`config.mk`:
```
export PLATFORM = sky130hd
export DESIGN_NAME = cell_reasm
export DESIGN_NICKNAME = d
export VERILOG_FILES = /design/src/rtl/cr_pkg.sv /design/src/rtl/cr_vc_map.sv /design/src/rtl/cr_ctx_bank.sv /design/src/rtl/cell_reasm.sv
export SDC_FILE = /design/constraint.sdc
export NUM_CORES = 2
export LEC_CHECK = 0
export BUFFER_PORTS_ARGS = -buffer_cell sky130_fd_sc_hd__buf_4
export CORE_AREA = 2 2 346 348
export DETAILED_ROUTE_END_ITERATION = 7
export DIE_AREA = 0 0 348 350
export PLACE_DENSITY = 0.53
export SYNTH_ARGS = -nofsm -noshare
export SYNTH_HDL_FRONTEND = slang
export SYNTH_SLANG_ARGS = --single-unit
```
`constraint.sdc`:
```
create_clock -name clk -period 8.6 [get_ports clk]
set_clock_uncertainty 0.05 [all_clocks]
set_input_delay 2.58 -clock clk [delete_from_list [all_inputs] [get_ports clk]]
set_output_delay 2.58 -clock clk [all_outputs]
set_load 0.05 [all_outputs]
```
`src/rtl/cr_pkg.sv`:
```
// Shared constants and types for the cell reassembly engine.
package cr_pkg;
    localparam int CELL_BYTES = 48;
    localparam int CELL_BITS  = CELL_BYTES * 8;

    // Per-channel message phase.
    typedef enum logic [1:0] {
        PH_IDLE = 2'd0,
        PH_FILL = 2'd1,
        PH_SKIP = 2'd2
    } phase_t;
endpackage

```
`src/rtl/cr_vc_map.sv`:
```
// Channel map: one valid bit and endpoint number per channel.
// Assumes: a write and a read of the same entry in one cycle returns the old entry.
module cr_vc_map #(
    parameter int NUM_VC = 16,
    parameter int EP_W   = 2,
    localparam int VC_W  = $clog2(NUM_VC)
) (
    input  logic            clk,
    input  logic            rst_n,
    input  logic            wr_en,
    input  logic [VC_W-1:0] wr_vc,
    input  logic            wr_valid,
    input  logic [EP_W-1:0] wr_ep,
    input  logic [VC_W-1:0] rd_vc,
    output logic            rd_hit,
    output logic [EP_W-1:0] rd_ep
);
    logic            vld_q [NUM_VC];
    logic [EP_W-1:0] ep_q  [NUM_VC];

    // Update the addressed entry; clear all entries on reset.
    always_ff @(posedge clk) begin
        if (!rst_n) begin
            for (int i = 0; i < NUM_VC; i++) begin
                vld_q[i] <= 1'b0;
                ep_q[i]  <= '0;
            end
        end else if (wr_en) begin
            vld_q[wr_vc] <= wr_valid;
            ep_q[wr_vc]  <= wr_ep;
        end
    end

    // Combinational lookup for the incoming cell.
    always_comb begin
        rd_hit = vld_q[rd_vc];
        rd_ep  = ep_q[rd_vc];
    end
endmodule

```
`src/rtl/cr_ctx_bank.sv`:
```
// Per-channel reassembly context: phase, buffer index, bytes stored, overflow.
// Assumes: at most one channel is updated per cycle.
module cr_ctx_bank
    import cr_pkg::*;
#(
    parameter int NUM_VC = 16,
    parameter int IDX_W  = 8,
    parameter int OFF_W  = 17,
    localparam int VC_W  = $clog2(NUM_VC)
) (
    input  logic             clk,
    input  logic             rst_n,
    input  logic [VC_W-1:0]  rd_vc,
    output phase_t           rd_phase,
    output logic [IDX_W-1:0] rd_idx,
    output logic [OFF_W-1:0] rd_off,
    output logic             rd_ovf,
    input  logic             wr_en,
    input  logic [VC_W-1:0]  wr_vc,
    input  phase_t           wr_phase,
    input  logic [IDX_W-1:0] wr_idx,
    input  logic [OFF_W-1:0] wr_off,
    input  logic             wr_ovf
);
    phase_t           ph_q  [NUM_VC];
    logic [IDX_W-1:0] idx_q [NUM_VC];
    logic [OFF_W-1:0] off_q [NUM_VC];
    logic             ovf_q [NUM_VC];

    // Store the new context of the channel just served.
    always_ff @(posedge clk) begin
        if (!rst_n) begin
            for (int i = 0; i < NUM_VC; i++) begin
                ph_q[i]  <= PH_IDLE;
                idx_q[i] <= '0;
                off_q[i] <= '0;
                ovf_q[i] <= 1'b0;
            end
        end else if (wr_en) begin
            ph_q[wr_vc]  <= wr_phase;
            idx_q[wr_vc] <= wr_idx;
            off_q[wr_vc] <= wr_off;
            ovf_q[wr_vc] <= wr_ovf;
        end
    end

    // Read the context of the incoming cell's channel.
    always_comb begin
        rd_phase = ph_q[rd_vc];
        rd_idx   = idx_q[rd_vc];
        rd_off   = off_q[rd_vc];
        rd_ovf   = ovf_q[rd_vc];
    end
endmodule

```
`src/rtl/cell_reasm.sv`:
```
// Cell reassembly engine top. Maps each cell's channel to an endpoint,
// claims a free buffer on the first cell, appends later cells, posts a
// descriptor on the last cell, and inlines single-cell messages.
// Assumes: one cell per cycle at most; fq_head is valid where fq_nonempty is set;
// BUF_BYTES holds at least two cells. Strobes appear one cycle after the cell.
module cell_reasm
    import cr_pkg::*;
#(
    parameter int NUM_VC    = 16,
    parameter int NUM_EP    = 4,
    parameter int IDX_W     = 8,
    parameter int BUF_BYTES = 65536,
    parameter int CNT_W     = 16,
    localparam int VC_W     = $clog2(NUM_VC),
    localparam int EP_W     = $clog2(NUM_EP),
    localparam int OFF_W    = $clog2(BUF_BYTES + 1)
) (
    input  logic                    clk,
    input  logic                    rst_n,
    input  logic                    map_we,
    input  logic [VC_W-1:0]         map_vc,
    input  logic                    map_valid,
    input  logic [EP_W-1:0]         map_ep,
    input  logic                    cell_valid,
    input  logic [VC_W-1:0]         cell_vc,
    input  logic                    cell_eom,
    input  logic                    cell_crc_ok,
    input  logic [CELL_BITS-1:0]    cell_data,
    input  logic [NUM_EP-1:0]       fq_nonempty,
    input  logic [NUM_EP*IDX_W-1:0] fq_head,
    output logic                    fq_pop,
    output logic                    buf_wr,
    output logic [OFF_W-1:0]        buf_off,
    output logic                    rq_push,
    output logic                    rq_inline,
    output logic                    rq_err,
    output logic [OFF_W-1:0]        rq_len,
    output logic [EP_W-1:0]         out_ep,
    output logic [IDX_W-1:0]        out_idx,
    output logic [CELL_BITS-1:0]    out_data,
    output logic [CNT_W-1:0]        drop_count
);
    localparam logic [OFF_W:0]   BUF_L  = (OFF_W+1)'(BUF_BYTES);
    localparam logic [OFF_W:0]   CELL_L = (OFF_W+1)'(CELL_BYTES);
    localparam logic [OFF_W-1:0] CELL_O = OFF_W'(CELL_BYTES);

    logic             hit;
    logic [EP_W-1:0]  ep;
    phase_t           ph, n_ph;
    logic [IDX_W-1:0] idx, n_idx, head;
    logic [OFF_W-1:0] off, n_off;
    logic             ovf, n_ovf, ctx_we;
    logic [OFF_W:0]   sum;
    logic             fits;

    logic             d_pop, d_wr, d_push, d_inl, d_err, d_drop;
    logic [IDX_W-1:0] d_idx;
    logic [OFF_W-1:0] d_off, d_len;

    cr_vc_map #(.NUM_VC(NUM_VC), .EP_W(EP_W)) u_map (
        .clk(clk), .rst_n(rst_n),
        .wr_en(map_we), .wr_vc(map_vc), .wr_valid(map_valid), .wr_ep(map_ep),
        .rd_vc(cell_vc), .rd_hit(hit), .rd_ep(ep)
    );

    cr_ctx_bank #(.NUM_VC(NUM_VC), .IDX_W(IDX_W), .OFF_W(OFF_W)) u_ctx (
        .clk(clk), .rst_n(rst_n),
        .rd_vc(cell_vc), .rd_phase(ph), .rd_idx(idx), .rd_off(off), .rd_ovf(ovf),
        .wr_en(ctx_we), .wr_vc(cell_vc), .wr_phase(n_ph), .wr_idx(n_idx),
        .wr_off(n_off), .wr_ovf(n_ovf)
    );

    // Room check for the next cell and the head of the endpoint's free queue.
    always_comb begin
        sum  = {1'b0, off} + CELL_L;
        fits = (sum <= BUF_L);
        head = fq_head[ep*IDX_W +: IDX_W];
    end

    // Decide the strobes and the channel's next context for this cell.
    always_comb begin
        d_pop = 1'b0; d_wr = 1'b0; d_push = 1'b0; d_inl = 1'b0;
        d_err = 1'b0; d_drop = 1'b0;
        d_idx = idx; d_off = off; d_len = '0;
        ctx_we = 1'b0; n_ph = ph; n_idx = idx; n_off = off; n_ovf = ovf;
        if (cell_valid) begin
            if (!hit) begin
                d_drop = 1'b1;
            end else begin
                unique case (ph)
                    PH_IDLE: begin
                        if (cell_eom) begin
                            d_push = 1'b1; d_inl = 1'b1;
                            d_err = !cell_crc_ok; d_len = CELL_O;
                        end else if (fq_nonempty[ep]) begin
                            d_pop = 1'b1; d_wr = 1'b1; d_idx = head; d_off = '0;
                            ctx_we = 1'b1; n_ph = PH_FILL; n_idx = head;
                            n_off = CELL_O; n_ovf = 1'b0;
                        end else begin
                            ctx_we = 1'b1; n_ph = PH_SKIP;
                        end
                    end
                    PH_FILL: begin
                        ctx_we = 1'b1;
                        if (fits) begin
                            d_wr = 1'b1; d_off = off; n_off = sum[OFF_W-1:0];
                        end else begin
                            n_ovf = 1'b1;
                        end
                        if (cell_eom) begin
                            d_push = 1'b1; d_len = n_off;
                            d_err = n_ovf || !cell_crc_ok; n_ph = PH_IDLE;
                        end
                    end
                    PH_SKIP: begin
                        if (cell_eom) begin
                            ctx_we = 1'b1; n_ph = PH_IDLE;
                        end
                    end
                    default: begin
                        ctx_we = 1'b1; n_ph = PH_IDLE;
                    end
                endcase
            end
        end
    end

    // Register the strobes and their fields toward the queues and buffers.
    always_ff @(posedge clk) begin
        if (!rst_n) begin
            fq_pop <= 1'b0; buf_wr <= 1'b0; rq_push <= 1'b0;
            rq_inline <= 1'b0; rq_err <= 1'b0;
            buf_off <= '0; rq_len <= '0; out_ep <= '0; out_idx <= '0;
            out_data <= '0;
        end else begin
            fq_pop <= d_pop; buf_wr <= d_wr; rq_push <= d_push;
            rq_inline <= d_inl; rq_err <= d_err;
            buf_off <= d_off; rq_len <= d_len; out_ep <= ep; out_idx <= d_idx;
            if (d_wr || d_push) out_data <= cell_data;
        end
    end

    // Count cells dropped for lack of a map entry.
    always_ff @(posedge clk) begin
        if (!rst_n)      drop_count <= '0;
        else if (d_drop) drop_count <= drop_count + 1'b1;
    end
endmodule

```
==> flow_summary.toml <==
[outcome]
outcome = "completed"

[pwr]
ir_drop_v = 0.000156
p_leak_nw = 18.8
p_per_area_nw_per_um2 = 206

[sta]
finalSetupViolations = 0
finalMaxSlewViolations = 0
max_freq_mhz = 142
setup_tns_ns = 0
period_minus_slack_ns = 7.05
hold_viol = 0
period_share = 0.820
worstMarginPinSlew_ns = 1.23
rsz0062_at_grt = "no"
relSlewSlack = 0.182

[synthesis]
synth_top_area_frac = 0.367
netlist_area_um2 = 38000
yosys.area.top_type = "edfxtp_1"
synthTopCellsByArea = "edfxtp_1 37%, dfxtp_1 25%, nand2_1 8.8%, mux4_2 8.0%, a21oi_1 5.3%"
yosysWarnings = 0
synthDistinctLibCells = 74
synth_top_flop_cell = "dfxtp_1"
async_flop_share = 0
ys_seq_elements = 945
netlist_instances = 3548
synth_edf_count = 464
synth_fp_nets = 3992
synth_area_per_cell_um2 = 10.7
synth_seq_area_share = 0.620

[drt]
routed_via_density = 5.23
postRouteAntennaNets = 0
dr.pass1.iters = 5
drtIter0Drc = 3520
drt_wl_total_um = 182000
wl_per_cell_um = 30.3
route.detailed.drc = 0
vias = 31471

[critical_path]
r2r_start = "u_ctx.off_q[1][4]"
r2r_end = "out_data[142]"
worstPathRequired_ns = 9.19
crit_fanout = 45
r2r_slack_ns = 3.70
ff2ff_path_depth = 14
cp.arrival_ns = 7.64
crit_path_end_kind = "register"
start_kind = "input pin"
critPathKind = "input pin to register"

[min_path]
hold_path_class = "register to register"
hold_end = "out_data[264]"
hold_start = "out_data[264]"
holdPathStages = 2

[floorplan]
initial_core_util = 0.323
row_count = 126
die_y_um = 350
design.die.area_um2 = 122000
fp.dieW_um = 348
coreArea_um2 = 118000
ios = 886

[grt]
antenna_found_initial = 57
grt_max_degree = 215
grt_util_all_layers = 0.289
grt_pass1_vias = 29737
grt-ovfl-total = 0
grt_pass1_wl_um = 245000

[clocking]
cts_max_path_buffers = 3
postCtsHoldBufs = 0
root_buffer = "clkbuf_16"
clkLatencyLatePin_ns = 0.72
clk_pin_slew_worst_paths_ns = 0.06
post-cts-setup-buffer-count = 0
cts.sinks = 945
cts_resized = 0
tritoncts = "done"
cts-htree-levels = 3
cts_made_buffers = 105

[finish]
drive_above_1_share = 0.301
syn2layout_area_growth_pct = 30.6
final_cells = 6012
fill_cells = 11386
final_nets = 4806

[job]
drv_cap = 0

[placed_design]
dpl.cell_count = 5791
port_buffers = 885
dp_hpwl_um = 133000
place_congestion = 0.963
## how the worst max path moves through the flow
| stage | end | cells past startpoint | startpoint |
|---|---|---|---|
| after floorplan | u_ctx.idx_q[4][0] | 18 | cell_vc[0] |
| after global placement | u_ctx.off_q[13][7] | 11 | cell_vc[0] |
| after detailed placement | out_data[353] | 14 | cell_vc[0] |
| after CTS | out_data[142] | 14 | cell_vc[0] |
| after global routing | out_data[153] | 14 | cell_vc[0] |
| final | out_data[294] | 15 | cell_vc[1] |
## cell usage after synthesis (all sizes together), types with 13 or more instances
master  instances
a21oi         415
and2           36
buf           139
clkbuf        138
dfxtp         481
edfxtp        464
inv            21
mux2i          18
mux4          138
nand2         895
nand3          26
nand4          13
nor2          527
nor3           18
o21ai          68
## flip-flops by register name (all words and copies together), names as in the netlist, 8 cells and up
register and count:
drop_count 16, u_map.vld_q 16, out_idx 8, u_ctx.ovf_q 16, buf_off 17, out_data 384, u_ctx.ph_q 32, rq_len 17
u_map.ep_q 32, u_ctx.idx_q 128, u_ctx.off_q 272
## routing by layer
metal | routed length, um | GRT usage | vias up
met2 | 84900 | 0.458 | 1629
met3 | 19500 | 0.106 | 383
met4 | 9300 | 0.140 | 20
met1 | 68400 | 0.347 | 15599
met5 | 264 | 0.00863 | -
li1 | - | - | 13840
## cells by family (layout without fill, tap and decap cells)
group / Yosys count / in the layout / synth area share
AOI/OAI and AO/OA: 552 / 552 / 0.0810
xor gates and xnor gates: 14 / 14 / 0.00323
adders and majority gates: 7 / 7 / 0.00230
buffers and inverters: 298 / 1202 / 0.0386
DFF: 945 / 945 / 0.620
muxes: 167 / 167 / 0.0901
other: 0 / 24 / 0
and+or+nand+nor: 1565 / 1565 / 0.165
## worst max-delay path, stage by stage
cell,delay [ns]
buf_4,0.23
buf_4,0.56
buf_4,0.52
mux4_1,0.39
mux4_2,0.57
nor3_2,0.44
o2111ai_1,0.26
a21oi_2,0.21
o2111a_2,0.25
o31ai_2,0.10
a21oi_4,0.22
buf_12,0.26
buf_4,0.34
nand2_1,0.37
a21oi_1,0.22
## through the flow
step | util | area [um2] | hold WS [ns] | setup WS, ns | power (W)
after floorplan | - | 38000 | 0.383 | 1.23 | 0.00541
after global placement | 0.392 | 46100 | 0.393 | 0.942 | 0.00584
after detailed placement | 0.392 | 46100 | 0.397 | 0.967 | 0.00584
after CTS | 0.421 | 49600 | 0.405 | 1.68 | 0.0103
after global routing | 0.421 | 49600 | 0.419 | 1.20 | 0.0106
final | 0.421 | 49600 | 0.404 | 1.55 | 0.0102
## cells in the final DEF (no fill, tap or decap), drive strengths merged, types with 13 or more instances in the layout
| master | count |
|---|---|
| and2 | 36 |
| nor2 | 527 |
| inv | 27 |
| a21oi | 415 |
| o21ai | 68 |
| nand3 | 26 |
| mux2i | 18 |
| edfxtp | 464 |
| dfxtp | 481 |
| clkbuf | 151 |
| clkinv | 31 |
| diode | 24 |
| mux4 | 138 |
| nand4 | 13 |
| nand2 | 895 |
| buf | 983 |
| nor3 | 18 |
## where the power goes
| group | total [W] | internal [W] | switching [W] |
|---|---|---|---|
| clock network | 0.00449 | 0.00252 | 0.00197 |
| logic | 0.000910 | 0.000343 | 0.000567 |
| registers | 0.00484 | 0.00481 | 0.0000337 |
## layout make-up
class	instances	area, um2	area share
antenna	24	60.1	0.00121
clock buffer	150	2980	0.0600
clock inverter	47	448	0.00903
inverter	21	86.3	0.00174
multi-input combinational	2305	13000	0.262
sequential	945	23600	0.475
tap	1536	1920	0.0387
timing repair buffer	984	7570	0.153
Power figures use the tool's default switching activity.
